--- config.mk ---
export PLATFORM = sky130hd
export DESIGN_NAME = oled_cmd_ptr
export DESIGN_NICKNAME = d
export VERILOG_FILES = /design/src/rtl/oled_cmd_pkg.sv /design/src/rtl/ocp_decode.sv /design/src/rtl/ocp_pointer.sv /design/src/rtl/ocp_readpipe.sv /design/src/rtl/oled_cmd_ptr.sv
export SDC_FILE = /design/constraint.sdc
export NUM_CORES = 1
export LEC_CHECK = 0
export BUFFER_PORTS_ARGS = -buffer_cell sky130_fd_sc_hd__buf_2
export CAP_MARGIN = 10
export CORE_UTILIZATION = 45
export DETAILED_ROUTE_END_ITERATION = 6
export PLACE_DENSITY = 0.77
export SYNTH_ARGS = -nofsm -noshare
export SYNTH_HDL_FRONTEND = slang
export SYNTH_SLANG_ARGS = --single-unit
export TNS_END_PERCENT = 1
--- constraint.sdc ---
create_clock -name clk -period 4.6 [get_ports clk]
set_input_delay 0.23 -clock clk [delete_from_list [all_inputs] [get_ports clk]]
set_output_delay 0.23 -clock clk [all_outputs]
set_load 0.005 [all_outputs]
--- src/rtl/oled_cmd_pkg.sv ---
package oled_cmd_pkg;
  localparam int BYTE_W = 8;

  typedef enum logic [1:0] {
    K_CMD    = 2'd0,
    K_DATA   = 2'd1,
    K_RDDATA = 2'd2,
    K_RDSTAT = 2'd3
  } kind_e;

  typedef enum logic [2:0] {
    P_NONE     = 3'd0,
    P_CONTRAST = 3'd1,
    P_CLKDIV   = 3'd2,
    P_PRECHG   = 3'd3,
    P_DCDC     = 3'd4,
    P_COMCFG   = 3'd5
  } pend_e;

  typedef struct packed {
    logic  set_col_lo;
    logic  set_col_hi;
    logic  set_start;
    logic  set_page;
    logic  set_remap;
    logic  set_entire;
    logic  set_inverse;
    logic  set_disp;
    logic  set_scan;
    logic  rmw_enter;
    logic  rmw_exit;
    pend_e arm;
  } dec_s;

  localparam logic [BYTE_W-1:0] CONTRAST_RST = 8'h80;
  localparam logic [BYTE_W-1:0] CLKDIV_RST   = 8'h50;
  localparam logic [BYTE_W-1:0] PRECHG_RST   = 8'h22;
  localparam logic [BYTE_W-1:0] DCDC_RST     = 8'h8B;
  localparam logic [BYTE_W-1:0] COMCFG_RST   = 8'h12;
endpackage

--- src/rtl/ocp_decode.sv ---
module ocp_decode
  import oled_cmd_pkg::*;
(
  input  logic [BYTE_W-1:0] cmd,
  output dec_s              dec
);
  always_comb begin
    dec     = '0;
    dec.arm = P_NONE;
    casez (cmd)
      8'b0000_????: dec.set_col_lo  = 1'b1;
      8'b0001_????: dec.set_col_hi  = 1'b1;
      8'b01??_????: dec.set_start   = 1'b1;
      8'b1011_0???: dec.set_page    = 1'b1;
      8'b1010_000?: dec.set_remap   = 1'b1;
      8'b1010_010?: dec.set_entire  = 1'b1;
      8'b1010_011?: dec.set_inverse = 1'b1;
      8'b1010_111?: dec.set_disp    = 1'b1;
      8'b1100_?000: dec.set_scan    = 1'b1;
      8'hE0:        dec.rmw_enter   = 1'b1;
      8'hEE:        dec.rmw_exit    = 1'b1;
      8'h81:        dec.arm         = P_CONTRAST;
      8'hD5:        dec.arm         = P_CLKDIV;
      8'hD9:        dec.arm         = P_PRECHG;
      8'hAD:        dec.arm         = P_DCDC;
      8'hDA:        dec.arm         = P_COMCFG;
      default:      ;
    endcase
  end
endmodule

--- src/rtl/ocp_pointer.sv ---
module ocp_pointer #(
  parameter int COL_W    = 8,
  parameter int PAGE_W   = 3,
  parameter int LAST_COL = 131
) (
  input  logic              clk,
  input  logic              rst_n,
  input  logic              ld_lo,
  input  logic              ld_hi,
  input  logic [3:0]        nib,
  input  logic              ld_page,
  input  logic [PAGE_W-1:0] page_in,
  input  logic              adv,
  input  logic              rmw_enter,
  input  logic              rmw_exit,
  output logic [COL_W-1:0]  col,
  output logic [PAGE_W-1:0] page,
  output logic              rmw_on
);
  localparam int HI_W = COL_W - 4;
  localparam logic [COL_W-1:0] LAST = COL_W'(LAST_COL);

  logic [COL_W-1:0] saved;

  always_ff @(posedge clk or negedge rst_n) begin
    if (!rst_n) begin
      col    <= '0;
      page   <= '0;
      saved  <= '0;
      rmw_on <= 1'b0;
    end else begin
      if (ld_lo)
        col[3:0] <= nib;
      else if (ld_hi)
        col[COL_W-1:4] <= nib[HI_W-1:0];
      else if (rmw_exit && rmw_on)
        col <= saved;
      else if (adv && (col < LAST))
        col <= col + 1'b1;

      if (ld_page)
        page <= page_in;

      if (rmw_enter) begin
        rmw_on <= 1'b1;
        saved  <= col;
      end else if (rmw_exit) begin
        rmw_on <= 1'b0;
      end
    end
  end
endmodule

--- src/rtl/ocp_readpipe.sv ---
module ocp_readpipe
  import oled_cmd_pkg::*;
(
  input  logic              clk,
  input  logic              rst_n,
  input  logic              take_rd,
  input  logic              take_stat,
  input  logic [BYTE_W-1:0] stat_byte,
  input  logic [BYTE_W-1:0] ram_rdata,
  input  logic              rsp_ready,
  output logic              rsp_valid,
  output logic [BYTE_W-1:0] rsp_data
);
  logic              fill;
  logic [BYTE_W-1:0] latch_q;

  always_ff @(posedge clk or negedge rst_n) begin
    if (!rst_n) begin
      fill      <= 1'b0;
      latch_q   <= '0;
      rsp_valid <= 1'b0;
      rsp_data  <= '0;
    end else begin
      fill <= take_rd;
      if (fill)
        latch_q <= ram_rdata;
      if (take_rd) begin
        rsp_valid <= 1'b1;
        rsp_data  <= latch_q;
      end else if (take_stat) begin
        rsp_valid <= 1'b1;
        rsp_data  <= stat_byte;
      end else if (rsp_ready) begin
        rsp_valid <= 1'b0;
      end
    end
  end
endmodule

--- src/rtl/oled_cmd_ptr.sv ---
module oled_cmd_ptr
  import oled_cmd_pkg::*;
#(
  parameter int COL_W    = 8,
  parameter int PAGE_W   = 3,
  parameter int LINE_W   = 6,
  parameter int LAST_COL = 131
) (
  input  logic              clk,
  input  logic              rst_n,
  input  logic              in_valid,
  output logic              in_ready,
  input  logic [1:0]        in_kind,
  input  logic [BYTE_W-1:0] in_byte,
  output logic              rsp_valid,
  input  logic              rsp_ready,
  output logic [BYTE_W-1:0] rsp_data,
  output logic              ram_we,
  output logic              ram_re,
  output logic [PAGE_W-1:0] ram_page,
  output logic [COL_W-1:0]  ram_col,
  output logic [BYTE_W-1:0] ram_wdata,
  input  logic [BYTE_W-1:0] ram_rdata,
  output logic [BYTE_W-1:0] contrast,
  output logic [LINE_W-1:0] start_line,
  output logic              seg_remap,
  output logic              com_flip,
  output logic              entire_on,
  output logic              inverse_on,
  output logic              disp_on,
  output logic [4:0]        div_ratio,
  output logic [3:0]        osc_freq,
  output logic [BYTE_W-1:0] precharge,
  output logic [BYTE_W-1:0] dcdc_cfg,
  output logic [BYTE_W-1:0] compad_cfg
);
  kind_e             kind;
  pend_e             pend;
  dec_s              dec;
  logic              acc, cmd_acc, dec_en, par_en;
  logic              wr_en, rd_en, st_en, adv, rmw_on;
  logic [BYTE_W-1:0] clkdiv_q, stat_byte;
  logic [COL_W-1:0]  col;
  logic [PAGE_W-1:0] page;

  assign kind     = kind_e'(in_kind);
  assign in_ready = !rsp_valid;
  assign acc      = in_valid && in_ready;
  assign cmd_acc  = acc && (kind == K_CMD);
  assign dec_en   = cmd_acc && (pend == P_NONE);
  assign par_en   = cmd_acc && (pend != P_NONE);
  assign wr_en    = acc && (kind == K_DATA) && (pend == P_NONE);
  assign rd_en    = acc && (kind == K_RDDATA);
  assign st_en    = acc && (kind == K_RDSTAT);
  assign adv      = wr_en || (rd_en && !rmw_on);

  ocp_decode u_decode (
    .cmd (in_byte),
    .dec (dec)
  );

  ocp_pointer #(
    .COL_W    (COL_W),
    .PAGE_W   (PAGE_W),
    .LAST_COL (LAST_COL)
  ) u_pointer (
    .clk       (clk),
    .rst_n     (rst_n),
    .ld_lo     (dec_en && dec.set_col_lo),
    .ld_hi     (dec_en && dec.set_col_hi),
    .nib       (in_byte[3:0]),
    .ld_page   (dec_en && dec.set_page),
    .page_in   (in_byte[PAGE_W-1:0]),
    .adv       (adv),
    .rmw_enter (dec_en && dec.rmw_enter),
    .rmw_exit  (dec_en && dec.rmw_exit),
    .col       (col),
    .page      (page),
    .rmw_on    (rmw_on)
  );

  assign stat_byte = {1'b0, !disp_on, 6'b0};

  ocp_readpipe u_readpipe (
    .clk       (clk),
    .rst_n     (rst_n),
    .take_rd   (rd_en),
    .take_stat (st_en),
    .stat_byte (stat_byte),
    .ram_rdata (ram_rdata),
    .rsp_ready (rsp_ready),
    .rsp_valid (rsp_valid),
    .rsp_data  (rsp_data)
  );

  assign ram_we    = wr_en;
  assign ram_re    = rd_en;
  assign ram_wdata = in_byte;
  assign ram_page  = page;
  assign ram_col   = col;

  always_ff @(posedge clk or negedge rst_n) begin
    if (!rst_n) begin
      pend       <= P_NONE;
      contrast   <= CONTRAST_RST;
      clkdiv_q   <= CLKDIV_RST;
      precharge  <= PRECHG_RST;
      dcdc_cfg   <= DCDC_RST;
      compad_cfg <= COMCFG_RST;
      start_line <= '0;
      seg_remap  <= 1'b0;
      com_flip   <= 1'b0;
      entire_on  <= 1'b0;
      inverse_on <= 1'b0;
      disp_on    <= 1'b0;
    end else if (par_en) begin
      case (pend)
        P_CONTRAST: contrast   <= in_byte;
        P_CLKDIV:   clkdiv_q   <= in_byte;
        P_PRECHG:   precharge  <= in_byte;
        P_DCDC:     dcdc_cfg   <= in_byte;
        P_COMCFG:   compad_cfg <= in_byte;
        default:    ;
      endcase
      pend <= P_NONE;
    end else if (dec_en) begin
      pend <= dec.arm;
      if (dec.set_start)   start_line <= in_byte[LINE_W-1:0];
      if (dec.set_remap)   seg_remap  <= in_byte[0];
      if (dec.set_entire)  entire_on  <= in_byte[0];
      if (dec.set_inverse) inverse_on <= in_byte[0];
      if (dec.set_disp)    disp_on    <= in_byte[0];
      if (dec.set_scan)    com_flip   <= in_byte[3];
    end
  end

  assign div_ratio = {1'b0, clkdiv_q[3:0]} + 5'd1;
  assign osc_freq  = clkdiv_q[7:4];
endmodule

==> impl_metrics.json <==
{
  "htree_levels": 3,
  "clk_pin_slew_ps": 80,
  "hold_viol": 0,
  "nets": 460,
  "dr.pass1.iters": 5,
  "area_growth_pct": 16.44,
  "routed_via_density": 5.363,
  "fin_crit_sh": 0.5243,
  "via_count": 3057,
  "clockRootBuffer": "clkbuf_8",
  "grt_pass1_vias": 2970,
  "drt_wl_total_mm": 9.689,
  "final_core_util": 0.5418,
  "finalCriticalPeriod_ps": 2412,
  "max_freq_ghz": 0.4147,
  "worst_ep_arrival_time_ps": 2700,
  "syn_nets": 377,
  "drive_gt1_frac": 0.4717,
  "stdcell_count": 570,
  "avgSynthCellArea_um2": 12.18,
  "cts_buffer_depth": 2,
  "cp.required_ps": 4890,
  "core_area_mm2": 0.009240,
  "drtIter0Drc": 178,
  "syn-cell-area_mm2": 0.004299,
  "drc": 0,
  "p_per_area_mw_per_mm2": 366.0,
  "hold_class": "primary input to register",
  "seq_area_frac_synth": 0.5387,
  "relSlewSlack": 0.5698,
  "ys_warn_count": 0,
  "hpwl_mm": 6.682,
  "synth-edff-count": 0,
  "dp_cells": 553,
  "ys.flop_type": "dfrtp_1",
  "peakVddDrop_mv": 0.1745,
  "die_h_um": 99.74,
  "maxCapViolations": 0,
  "end_kind": "register",
  "final_common_cell": "buf_2",
  "grt_pass1_wl_mm": 15.43,
  "clock_latency_ps": 360,
  "antenna_found_initial": 0,
  "leakagePower_uw": 0.002492,
  "start_kind": "register",
  "setup_viol": 0,
  "crit_type": "register to register",
  "worst_slew_pin_slew_ps": 642.6,
  "fp.dieW_um": 99.74,
  "syn_inst": 353,
  "rsz0062_at_grt": "no",
  "dieArea_mm2": 0.009948,
  "antenna_cells": 0,
  "slew_violations": 0,
  "numClockSinks": 92,
  "post_cts_resized": 0,
  "synthDistinctLibCells": 57,
  "grt_max_degree": 53,
  "final_cell_mix": "103 x buf_2, 81 x dfrtp_1, 67 x mux2_2",
  "cts_tree": "done",
  "status": "finished clean",
  "grt_overflow": 0,
  "synthArstFlopShare": 1.000,
  "num_rows": 35,
  "setup_tns_ps": 0,
  "postRouteAntennaNets": 0,
  "wl_per_cell_um": 17.00,
  "cts-buffers-inserted": 9,
  "critPathMaxFanout": 5,
  "start_util": 0.4653,
  "ios": 105,
  "synth_seq_cells": 92,
  "track_usage": 0.2041,
  "globalplace.congestion": 0.9347,
  "finalClockSkew_ps": 11.78,
  "io_buffers": 104,
  "fillCellCount": 827
}
sequential cells by signal (all words and copies together), names as in the netlist, 3 cells and up:
register,flops
compad_cfg,8
dcdc_cfg,8
contrast,8
clkdiv_q,8
u_pointer.col,8
u_readpipe.latch_q,8
u_readpipe.rsp_data,8
u_pointer.saved,8
u_pointer.page,3
pend,3
start_line,6
precharge,8
synth_stat cells, types with 2 or more instances:
cell / count / share of area
nor4b_1: 3 / 0.0061
xor2_1: 2 / 0.0041
nor3b_1: 3 / 0.0052
clkbuf_1: 15 / 0.013
nor2_1: 12 / 0.010
a31oi_1: 4 / 0.0058
mux2_2: 67 / 0.18
inv_1: 7 / 0.0061
dfrtp_1: 81 / 0.47
a22o_1: 2 / 0.0041
nand3b_1: 2 / 0.0035
mux2i_1: 2 / 0.0047
ha_1: 2 / 0.0058
and3_1: 3 / 0.0044
and2_1: 2 / 0.0029
buf_6: 3 / 0.0079
nor3_1: 4 / 0.0047
o22ai_1: 3 / 0.0044
nand2b_1: 10 / 0.015
nand4b_1: 5 / 0.010
nor2b_1: 2 / 0.0029
buf_2: 3 / 0.0035
dfstp_2: 11 / 0.067
a21oi_1: 2 / 0.0023
buf_4: 12 / 0.021
nor4b_4: 2 / 0.011
nand3_1: 14 / 0.016
o21ai_0: 18 / 0.021
nand2_1: 27 / 0.024
xnor2_1: 3 / 0.0061
cell families after synthesis:
kind of cell / Yosys count / synth area share
compound gates: 40 / 0.06054
xor+xnor: 5 / 0.01019
fa+ha+maj: 2 / 0.005820
buf+inv: 41 / 0.05239
flops: 92 / 0.5387
mux: 70 / 0.1828
simple gates: 103 / 0.1496
worst max-delay path, stage by stage, from the launching register on:
cell     delay, ps
dfrtp_1        430
ha_1           260
or4_1          520
o31ai_1        430
nor4b_2        320
mux2i_1        230
a22o_1         150
through the flow:
stage / hold WS, ps / instance area (um2) / power, uW / setup slack [ps]
floorplan: -65.59 / 4299 / 1154 / 2417
detailed placement: 300.3 / 4792 / 1299 / 2232
CTS: 30.20 / 5006 / 1853 / 2210
finish: 48.83 / 5006 / 1832 / 2188
global placement: 296.2 / 4792 / 1287 / 2327
global route: 31.93 / 5006 / 1934 / 1996
area by class of cell:
class | instances | area, um2 | area share
sequential | 92 | 2316 | 0.4626
clock buffer | 10 | 127.6 | 0.02549
timing repair buffer | 106 | 540.5 | 0.1080
inverter | 7 | 26.28 | 0.005249
clock inverter | 6 | 76.32 | 0.01525
multi-input combinational | 220 | 1758 | 0.3512
tap | 129 | 161.4 | 0.03224
per-layer routing:
metal / global-route usage / part of all wire / vias up
li1: - / - / 1407
met1: 0.2731 / 0.43 / 1517
met2: 0.3263 / 0.49 / 118
met3: 0.03725 / 0.061 / 15
met4: 0.08824 / 0.017 / 0
met5: 0 / 0 / -
power breakdown:
part / total, uW / switching (uW) / internal [uW] / leakage, uW
Clock: 548 / 291 / 258 / 0.0000996
Combinational: 305 / 155 / 149 / 0.00120
Sequential: 979 / 84.3 / 895 / 0.00119
Total: 1830 / 530 / 1300 / 0.00249
what timing repair did:
item / 4_1_cts / 5_1_grt
hold buffers: 1 / 0
setup buffers: 0 / 0
endpoints found under the hold margin: 45 / 0
worst paths after layout:
check / start / slack (ps) / to / cells past startpoint
hold / removal: rsp_ready / 50 / u_readpipe.rsp_valid$_DFFE_PN0P_ / 2
setup reg to reg: u_pointer.col[0]$_DFFE_PN0P_ / 2190 / u_pointer.col[6]$_DFFE_PN0P_ / 6
min in group asynchronous: rst_n / 420 / precharge[3]$_DFFE_PN0P_ / 2
hold reg to reg: u_readpipe.rsp_data[3]$_DFFE_PN0P_ / 480 / u_readpipe.rsp_data[3]$_DFFE_PN0P_ / 2
setup / recovery: u_pointer.col[0]$_DFFE_PN0P_ / 2190 / u_pointer.col[6]$_DFFE_PN0P_ / 6
max in group asynchronous: rst_n / 3160 / contrast[7]$_DFFE_PN1P_ / 3
(Power assumes the default switching activity.)
